**src/rtl/dma_xfer_pkg.sv**
```systemverilog
// Shared encodings for the single-channel DMA controller.
// Assumes one direct mode; field positions here are decoded by the FSM and bench.
package dma_xfer_pkg;

    typedef enum logic [1:0] {
        ST_IDLE   = 2'd0,
        ST_ARMED  = 2'd1,
        ST_ACTIVE = 2'd2,
        ST_DONE   = 2'd3
    } chan_state_e;

    typedef enum logic [2:0] {
        TRK_NONE  = 3'd0,
        TRK_CFG   = 3'd1,
        TRK_START = 3'd2,
        TRK_BEAT  = 3'd3,
        TRK_DONE  = 3'd4
    } trace_kind_e;

    localparam int REG_W = 32;

    localparam logic [1:0] SEL_CTRL  = 2'd0;
    localparam logic [1:0] SEL_ADDR  = 2'd1;
    localparam logic [1:0] SEL_COUNT = 2'd2;

    localparam int CTL_START = 0;
    localparam logic [1:0] MODE_DIRECT = 2'd0;

    localparam logic [7:0] CC_OK      = 8'd0;
    localparam logic [7:0] CC_ZERO    = 8'd1;
    localparam logic [7:0] CC_CLAMP   = 8'd2;
    localparam logic [7:0] CC_BADMODE = 8'd3;

    typedef struct packed {
        logic        valid;
        trace_kind_e kind;
        logic [31:0] a0;
        logic [31:0] a1;
        logic [31:0] a2;
        logic [31:0] a3;
        logic [7:0]  flags;
    } trace_rec_t;

endpackage

```
**src/rtl/dma_chan_regs.sv**
```systemverilog
// Register shell: address, count and mode fields of the channel.
// Assumes writes are only taken while accept_en is high (controller idle).
module dma_chan_regs
    import dma_xfer_pkg::*;
#(
    parameter int ADDR_W = 32,
    parameter int CNT_W  = 16
) (
    input  logic              clk,
    input  logic              rst_n,
    input  logic              wr_en,
    input  logic [1:0]        wr_sel,
    input  logic [REG_W-1:0]  wr_data,
    input  logic              accept_en,
    output logic [ADDR_W-1:0] addr_q,
    output logic [CNT_W-1:0]  count_q,
    output logic [1:0]        mode_q,
    output logic [3:0]        start_ctrl,
    output logic              start_pulse
);

    logic take;
    assign take = wr_en && accept_en;

    // Start request is decoded straight from the accepted control write.
    always_comb begin
        start_ctrl  = wr_data[3:0];
        start_pulse = take && (wr_sel == SEL_CTRL) && wr_data[CTL_START];
    end

    // Latch the register selected by an accepted write.
    always_ff @(posedge clk) begin
        if (!rst_n) begin
            addr_q  <= '0;
            count_q <= '0;
            mode_q  <= MODE_DIRECT;
        end else if (take) begin
            case (wr_sel)
                SEL_ADDR:  addr_q  <= wr_data[ADDR_W-1:0];
                SEL_COUNT: count_q <= wr_data[CNT_W-1:0];
                SEL_CTRL:  mode_q  <= wr_data[3:2];
                default:   ;
            endcase
        end
    end

    // a write during a transfer leaves address and count untouched.
    p_locked_regs_r10: assert property (@(posedge clk) disable iff (!rst_n)
        (wr_en && !accept_en) |=> ($stable(addr_q) && $stable(count_q)));

endmodule

```
**src/rtl/dma_qw_buffer.sv**
```systemverilog
// Local quadword buffer filled by an append-only test port, read by index.
// Assumes reads only below the fill level; clear has priority over push.
module dma_qw_buffer #(
    parameter int DEPTH  = 4,
    parameter int BEAT_W = 128,
    localparam int FILL_W = $clog2(DEPTH + 1),
    localparam int IDX_W  = (DEPTH > 1) ? $clog2(DEPTH) : 1
) (
    input  logic              clk,
    input  logic              rst_n,
    input  logic              push,
    input  logic [BEAT_W-1:0] push_data,
    input  logic              push_en,
    input  logic              clear,
    input  logic [IDX_W-1:0]  rd_idx,
    output logic [BEAT_W-1:0] rd_data,
    output logic [FILL_W-1:0] fill_q
);

    logic [BEAT_W-1:0] slot_q [DEPTH];
    logic              room;
    logic              take;

    assign room = (fill_q != FILL_W'(DEPTH));
    assign take = push && push_en && room && !clear;

    // Track how many quadwords are loaded.
    always_ff @(posedge clk) begin
        if (!rst_n || clear) fill_q <= '0;
        else if (take)       fill_q <= fill_q + FILL_W'(1);
    end

    // One storage register per slot, written when it is the next free one.
    for (genvar g = 0; g < DEPTH; g++) begin : g_slot
        always_ff @(posedge clk) begin
            if (!rst_n)                            slot_q[g] <= '0;
            else if (take && fill_q == FILL_W'(g)) slot_q[g] <= push_data;
        end
    end

    assign rd_data = slot_q[rd_idx];

    // a push into a full buffer is dropped.
    p_full_drop_r11: assert property (@(posedge clk) disable iff (!rst_n)
        (push && !room && !clear) |=> (fill_q == FILL_W'(DEPTH)));

endmodule

```
**src/rtl/dma_chan_fsm.sv**
```systemverilog
// Transfer sequencer: IDLE -> ARMED -> ACTIVE -> DONE -> IDLE.
// Plans the beat count, streams beats, waits for the consumer's completion
// pulse and emits one registered trace record per lifecycle step.
// Assumes mode/address/count are frozen while not idle.
module dma_chan_fsm
    import dma_xfer_pkg::*;
#(
    parameter int CH_ID   = 2,
    parameter int PATH_ID = 1,
    parameter int ADDR_W  = 32,
    parameter int CNT_W   = 16,
    parameter int FILL_W  = 3,
    parameter int IDX_W   = 2,
    parameter int BEAT_W  = 128
) (
    input  logic              clk,
    input  logic              rst_n,
    input  logic              start_pulse,
    input  logic [3:0]        start_ctrl,
    input  logic [1:0]        mode_q,
    input  logic [ADDR_W-1:0] addr_q,
    input  logic [CNT_W-1:0]  count_q,
    input  logic [FILL_W-1:0] fill,
    input  logic [BEAT_W-1:0] rd_data,
    input  logic              beat_ready,
    input  logic              cons_done,
    output logic              beat_valid,
    output logic [BEAT_W-1:0] beat_data,
    output logic [IDX_W-1:0]  rd_idx,
    output logic              accept_en,
    output logic              buf_clear,
    output chan_state_e       state_q,
    output trace_rec_t        trace_q
);

    logic [FILL_W-1:0] planned_q, sent_q;
    logic [7:0]        code_q;
    logic              bad_mode, zero_cnt, clamp;
    logic [FILL_W-1:0] planned_d, remain;
    logic [7:0]        code_d;
    logic              fire;

    // Plan beats and completion code from the frozen registers.
    always_comb begin
        bad_mode  = (mode_q != MODE_DIRECT);
        zero_cnt  = (count_q == '0);
        clamp     = (CNT_W'(fill) < count_q);
        planned_d = bad_mode ? '0 : (clamp ? fill : count_q[FILL_W-1:0]);
        if (bad_mode)      code_d = CC_BADMODE;
        else if (zero_cnt) code_d = CC_ZERO;
        else if (clamp)    code_d = CC_CLAMP;
        else               code_d = CC_OK;
    end

    // Beat offer and handshake.
    always_comb begin
        beat_valid = (state_q == ST_ACTIVE) && (sent_q != planned_q);
        fire       = beat_valid && beat_ready;
        rd_idx     = sent_q[IDX_W-1:0];
        beat_data  = rd_data;
        remain     = planned_q - sent_q - FILL_W'(1);
        accept_en  = (state_q == ST_IDLE);
        buf_clear  = (state_q == ST_DONE);
    end

    // Sequence the transfer and register one trace record per step.
    always_ff @(posedge clk) begin
        if (!rst_n) begin
            state_q   <= ST_IDLE;
            planned_q <= '0;
            sent_q    <= '0;
            code_q    <= CC_OK;
            trace_q   <= '0;
        end else begin
            trace_q <= '0;
            case (state_q)
                ST_IDLE: if (start_pulse) begin
                    state_q       <= ST_ARMED;
                    trace_q.valid <= 1'b1;
                    trace_q.kind  <= TRK_CFG;
                    trace_q.a0    <= 32'(CH_ID);
                    trace_q.a1    <= 32'(start_ctrl);
                    trace_q.a2    <= 32'(addr_q);
                    trace_q.a3    <= 32'(count_q);
                    trace_q.flags <= 8'(start_ctrl[3:2]);
                end
                ST_ARMED: begin
                    planned_q     <= planned_d;
                    sent_q        <= '0;
                    code_q        <= code_d;
                    state_q       <= (planned_d == '0) ? ST_DONE : ST_ACTIVE;
                    trace_q.valid <= 1'b1;
                    trace_q.kind  <= TRK_START;
                    trace_q.a0    <= 32'(CH_ID);
                    trace_q.a1    <= 32'(count_q);
                    trace_q.a2    <= 32'(planned_d);
                    trace_q.a3    <= 32'(PATH_ID);
                end
                ST_ACTIVE: begin
                    if (fire) begin
                        sent_q        <= sent_q + FILL_W'(1);
                        trace_q.valid <= 1'b1;
                        trace_q.kind  <= TRK_BEAT;
                        trace_q.a0    <= 32'(CH_ID);
                        trace_q.a1    <= 32'(sent_q);
                        trace_q.a2    <= rd_data[31:0];
                        trace_q.a3    <= 32'(remain);
                    end else if (sent_q == planned_q && cons_done) begin
                        state_q <= ST_DONE;
                    end
                end
                ST_DONE: begin
                    state_q       <= ST_IDLE;
                    trace_q.valid <= 1'b1;
                    trace_q.kind  <= TRK_DONE;
                    trace_q.a0    <= 32'(CH_ID);
                    trace_q.a1    <= 32'(sent_q);
                    trace_q.a2    <= 32'(code_q);
                    trace_q.a3    <= 32'(PATH_ID);
                end
                default: state_q <= ST_IDLE;
            endcase
        end
    end

    // a stalled beat keeps its offer and its data.
    p_stall_hold_r4: assert property (@(posedge clk) disable iff (!rst_n)
        (beat_valid && !beat_ready) |=> (beat_valid && $stable(beat_data)));

    // every accepted beat is followed by a beat record.
    p_beat_trace_r5: assert property (@(posedge clk) disable iff (!rst_n)
        (beat_valid && beat_ready) |=> (trace_q.valid && trace_q.kind == TRK_BEAT));

    // a config record is always followed by a start record.
    p_cfg_start_r3: assert property (@(posedge clk) disable iff (!rst_n)
        (trace_q.valid && trace_q.kind == TRK_CFG) |=>
        (trace_q.valid && trace_q.kind == TRK_START));

    // a zero count never offers a beat and heads straight to DONE.
    p_zero_skip_r7: assert property (@(posedge clk) disable iff (!rst_n)
        (state_q == ST_ARMED && count_q == '0) |=> (!beat_valid && state_q == ST_DONE));

endmodule

```
**src/rtl/dma_xfer_ctrl.sv**
```systemverilog
// Top of the single-channel DMA controller: register shell, payload buffer
// and transfer sequencer, with the trace record flattened onto ports.
// Assumes ADDR_W and CNT_W do not exceed the 32-bit register width.
module dma_xfer_ctrl
    import dma_xfer_pkg::*;
#(
    parameter int CH_ID     = 2,
    parameter int PATH_ID   = 1,
    parameter int BUF_DEPTH = 4,
    parameter int BEAT_W    = 128,
    parameter int ADDR_W    = 32,
    parameter int CNT_W     = 16
) (
    input  logic              clk,
    input  logic              rst_n,
    input  logic              reg_wr_en,
    input  logic [1:0]        reg_wr_sel,
    input  logic [31:0]       reg_wr_data,
    input  logic              pl_push,
    input  logic [BEAT_W-1:0] pl_data,
    output logic              beat_valid,
    input  logic              beat_ready,
    output logic [BEAT_W-1:0] beat_data,
    input  logic              cons_done,
    output logic              busy,
    output logic              trace_valid,
    output logic [2:0]        trace_kind,
    output logic [31:0]       trace_arg0,
    output logic [31:0]       trace_arg1,
    output logic [31:0]       trace_arg2,
    output logic [31:0]       trace_arg3,
    output logic [7:0]        trace_flags
);

    localparam int FILL_W = $clog2(BUF_DEPTH + 1);
    localparam int IDX_W  = (BUF_DEPTH > 1) ? $clog2(BUF_DEPTH) : 1;

    logic [ADDR_W-1:0] addr_q;
    logic [CNT_W-1:0]  count_q;
    logic [1:0]        mode_q;
    logic [3:0]        start_ctrl;
    logic              start_pulse, accept_en, buf_clear;
    logic [IDX_W-1:0]  rd_idx;
    logic [BEAT_W-1:0] rd_data;
    logic [FILL_W-1:0] fill;
    chan_state_e       state_q;
    trace_rec_t        trace_q;

    dma_chan_regs #(.ADDR_W(ADDR_W), .CNT_W(CNT_W)) u_regs (
        .clk(clk), .rst_n(rst_n), .wr_en(reg_wr_en), .wr_sel(reg_wr_sel),
        .wr_data(reg_wr_data), .accept_en(accept_en), .addr_q(addr_q),
        .count_q(count_q), .mode_q(mode_q), .start_ctrl(start_ctrl),
        .start_pulse(start_pulse)
    );

    dma_qw_buffer #(.DEPTH(BUF_DEPTH), .BEAT_W(BEAT_W)) u_buf (
        .clk(clk), .rst_n(rst_n), .push(pl_push), .push_data(pl_data),
        .push_en(accept_en), .clear(buf_clear), .rd_idx(rd_idx),
        .rd_data(rd_data), .fill_q(fill)
    );

    dma_chan_fsm #(
        .CH_ID(CH_ID), .PATH_ID(PATH_ID), .ADDR_W(ADDR_W), .CNT_W(CNT_W),
        .FILL_W(FILL_W), .IDX_W(IDX_W), .BEAT_W(BEAT_W)
    ) u_fsm (
        .clk(clk), .rst_n(rst_n), .start_pulse(start_pulse),
        .start_ctrl(start_ctrl), .mode_q(mode_q), .addr_q(addr_q),
        .count_q(count_q), .fill(fill), .rd_data(rd_data),
        .beat_ready(beat_ready), .cons_done(cons_done),
        .beat_valid(beat_valid), .beat_data(beat_data), .rd_idx(rd_idx),
        .accept_en(accept_en), .buf_clear(buf_clear), .state_q(state_q),
        .trace_q(trace_q)
    );

    // Flatten status and trace onto plain ports.
    always_comb begin
        busy        = (state_q != ST_IDLE);
        trace_valid = trace_q.valid;
        trace_kind  = trace_q.kind;
        trace_arg0  = trace_q.a0;
        trace_arg1  = trace_q.a1;
        trace_arg2  = trace_q.a2;
        trace_arg3  = trace_q.a3;
        trace_flags = trace_q.flags;
    end

endmodule

```
**config.mk**
```make
export PLATFORM = sky130hd
export DESIGN_NAME = dma_xfer_ctrl
export DESIGN_NICKNAME = d
export VERILOG_FILES = /design/src/rtl/dma_xfer_pkg.sv /design/src/rtl/dma_chan_regs.sv /design/src/rtl/dma_qw_buffer.sv /design/src/rtl/dma_chan_fsm.sv /design/src/rtl/dma_xfer_ctrl.sv
export SDC_FILE = /design/constraint.sdc
export NUM_CORES = 1
export LEC_CHECK = 0
export BUFFER_PORTS_ARGS = -buffer_cell sky130_fd_sc_hd__buf_2
export CORE_ASPECT_RATIO = 1.25
export CORE_MARGIN = 1
export CORE_UTILIZATION = 55
export DETAILED_ROUTE_END_ITERATION = 10
export GPL_TIMING_DRIVEN = 0
export PLACE_DENSITY = 0.78
export SLEW_MARGIN = 20
export SYNTH_ARGS = -nofsm -noshare
export SYNTH_HDL_FRONTEND = slang
export SYNTH_SLANG_ARGS = --single-unit
```
**constraint.sdc**
```tcl
create_clock -name clk -period 15.5 [get_ports clk]
set_clock_uncertainty 0.05 [all_clocks]
set_input_delay 0.775 -clock clk [delete_from_list [all_inputs] [get_ports clk]]
set_output_delay 0.775 -clock clk [all_outputs]
set_load 0.01 [all_outputs]
```
==> run metrics <==
final net count 2576; initial antenna violation count 17; worst path cell trace buf_2 -> buf_2 -> clkbuf_1 -> mux4_2 -> buf_2; post-synthesis area per instance 14.60 um2; clock root buffer clkbuf_16; Mapped Area between 20000 and 30000 um2; VDD IR max 0.0001061 V; DR pass1 iterations 5; Die X a little over 200 um; total leakage power approximately 0.013 uW; final hold violations 0; WP data arrival approximately 2900 ps; slowest stage delay, CP 560 ps; Post-CTS Setup Inserts 0; full die area 50740 um2; share of cells above drive strength 1 0.2969; Power Density 137.4 nW/um2; Crit-path slowest cell clkbuf_1; Sw Share 0.2675; Starting DRT DRC Count 1008; Final Worst Setup Slack 11830 ps; Max-Cap Viols 0; post-synthesis instance total 1878; Setup crit start kind flip-flop; H-tree levels 2; Reg power frac 0.494; Top FF cell, synth edfxtp_1; CTS resizes 0; Core ar. 49300 um2; Post-Route WL 66990 um; synth warn 0; WL/cell 21.60 um; Yosys reg bits between 600 and 700; largest net degree at the start of global routing 48; Slew HR 0.3336; Worst-Margin Slew 999.6 ps; async set-reset flop share out of synthesis 0; Stages on worst setup path 5; P_sw 1203 uW; TritonCTS clock tree yes; Setup CP Type reg -> out; RSZ-0062 raised after global routing false; antenna-violating nets left 0; dpl ws 11910 ps; Post-synth EDFFs 512; clock sinks 647; HPWL after DPL 46510 um; IO Pins between 400 and 500; detailed-route via count 16.82k; buffers added on ports ~370; Slew Limit Fails 0; post-layout util 0.6638; final RePlAce weighted congestion 0.9451; gr usage total 0.2642; path depth of the worst reg2reg path 9; status complete, no violations; detailed-route DRC error count 0; clk buf depth 3; Tmin final between 3000 and 4000 ps; Netlist cell types 54; fmax 272.3 MHz; worst hold stages 3; Worst Path Max Fanout 10; via/cell ratio between 5 and 6; setup tns final 0 ps; Final period util 0.2370; delay-heaviest family, CP buffers and inverters; Pint about 3300 uW; Finished Layout Cells 3102; critical path endpoint category output port; Clock transition at path regs 70 ps; insertion delay to the later sink of the worst-skew pair a little over 600 ps; commonest non-fill, non-tap cells in the layout 520 x and2_1, 512 x edfxtp_1, 395 x buf_2; worst hold slack between 300 and 400 ps; chip height 251.6 um; most common cell after layout, fill and taps aside and2_1; first-pass GRT wire length 100100 um; placed cell count 2980; Clk network pwr share 0.324; CP required 14680 ps; HP Class in -> reg; Rows 91; synthesis-to-finish area growth 19.38%; grt ovf 0; most used cell, CP buf_2; Starting Density 0.5560; count of final setup violators 0; Seq/Total Area, Yosys 0.6595; Post-CTS Hold Buffers 0; Num CTS Buffers 61; number of fill cells in the layout ~3.5k; WP buf/inv 4; Logic pwr share 0.182; vias in the first global route 17.21k
## tightest hold or removal path, delay by kind of cell
family / cells / cell delay (ps)
compound gates: 1 / 50
buf+inv: 1 / 100
simple gates: 1 / 50
## sequential cells by signal (all words and copies together), names as in the netlist, 3 cells and up, named ones only
signal           cells
u_fsm.trace_q       70
u_regs.addr_q       32
u_fsm.sent_q         3
u_fsm.planned_q      3
u_buf.fill_q         3
u_regs.count_q      16
u_buf.slot_q       512
## cell families after synthesis
group,Yosys count,share of synthesized area
other cells,1,0.0001368
xor+xnor,5,0.001597
flops,647,0.6595
buf+inv,205,0.03971
compound gates,126,0.02917
mux,134,0.1074
simple gates,744,0.1550
fa+ha+maj,16,0.007577
## routing by layer
| layer | up-vias | track usage | share of wire |
|---|---|---|---|
| li1 | 7664 | - | - |
| met1 | 8317 | 0.3117 | 0.37 |
| met2 | 669 | 0.4686 | 0.52 |
| met3 | 150 | 0.06071 | 0.072 |
| met4 | 20 | 0.1017 | 0.036 |
| met5 | - | 0 | 0.0019 |
## cell usage after synthesis (3+ instances only)
master    number  area, um2
a21oi_1       59      295.3
a22oi_1       31      232.7
and2_1       520       3253
and3_1        29      181.4
buf_1         10      37.54
buf_2         27      135.1
buf_4         76      570.6
clkbuf_1      77      289.0
dfxtp_1      135       2703
edfxtp_1     512      15370
ha_1          15      187.7
inv_1         15      56.30
mux2i_1        6      60.06
mux4_2       128       2883
nand2_1      121      454.2
nand3_1        7      35.03
nor2_1        51      191.4
o21ai_0       10      50.05
o31ai_1        3      22.52
xnor2_1        4      35.03
## layout make-up
class | instances | area, um2 | share of cell area
multi-input cells | 1094 | 8536 | 0.2608
clock buffers | 78 | 1705 | 0.05211
repair buffers | 383 | 2230 | 0.06813
clock inverters | 38 | 259.0 | 0.007914
diodes | 6 | 15.01 | 0.0004588
well taps | 651 | 814.5 | 0.02489
flip-flops and latches | 647 | 18080 | 0.5524
inverters | 15 | 56.30 | 0.001721
plain buffers | 190 | 1032 | 0.03154
## stage by stage
stage | total power (uW) | area, um2
final | 4498 | 32730
after global routing | 4660 | 32720
after CTS | 4524 | 32710
after detailed placement | 3083 | 30750
after global placement | 3074 | 30320
after floorplan | 2726 | 27670
## power groups by stage
stage	Sequential, uW	Clock (uW)	Combinational, uW
6_report	2220	1460	818
5_1_grt	2240	1540	877
4_1_cts	2220	1470	827
3_5_place_dp	2260	0	822
3_3_place_gp	2300	0	774
2_1_floorplan	2260	0	462
## worst paths after layout
check,slack (ps),end,start
worst max-delay path,11830,beat_data[57],flip-flop
worst min register to register,410,u_regs.addr_q[27]$_SDFFE_PN0P_,u_regs.addr_q[27]$_SDFFE_PN0P_
worst min-delay path,350,u_regs.addr_q[17]$_SDFFE_PN0P_,reg_wr_data[17]
worst max register to register,12530,u_buf.slot_q[3][75]$_SDFFCE_PN0P_,u_fsm.state_q[0]$_SDFFE_PN0P_
Note: power is estimated with default switching activity, not from simulation.
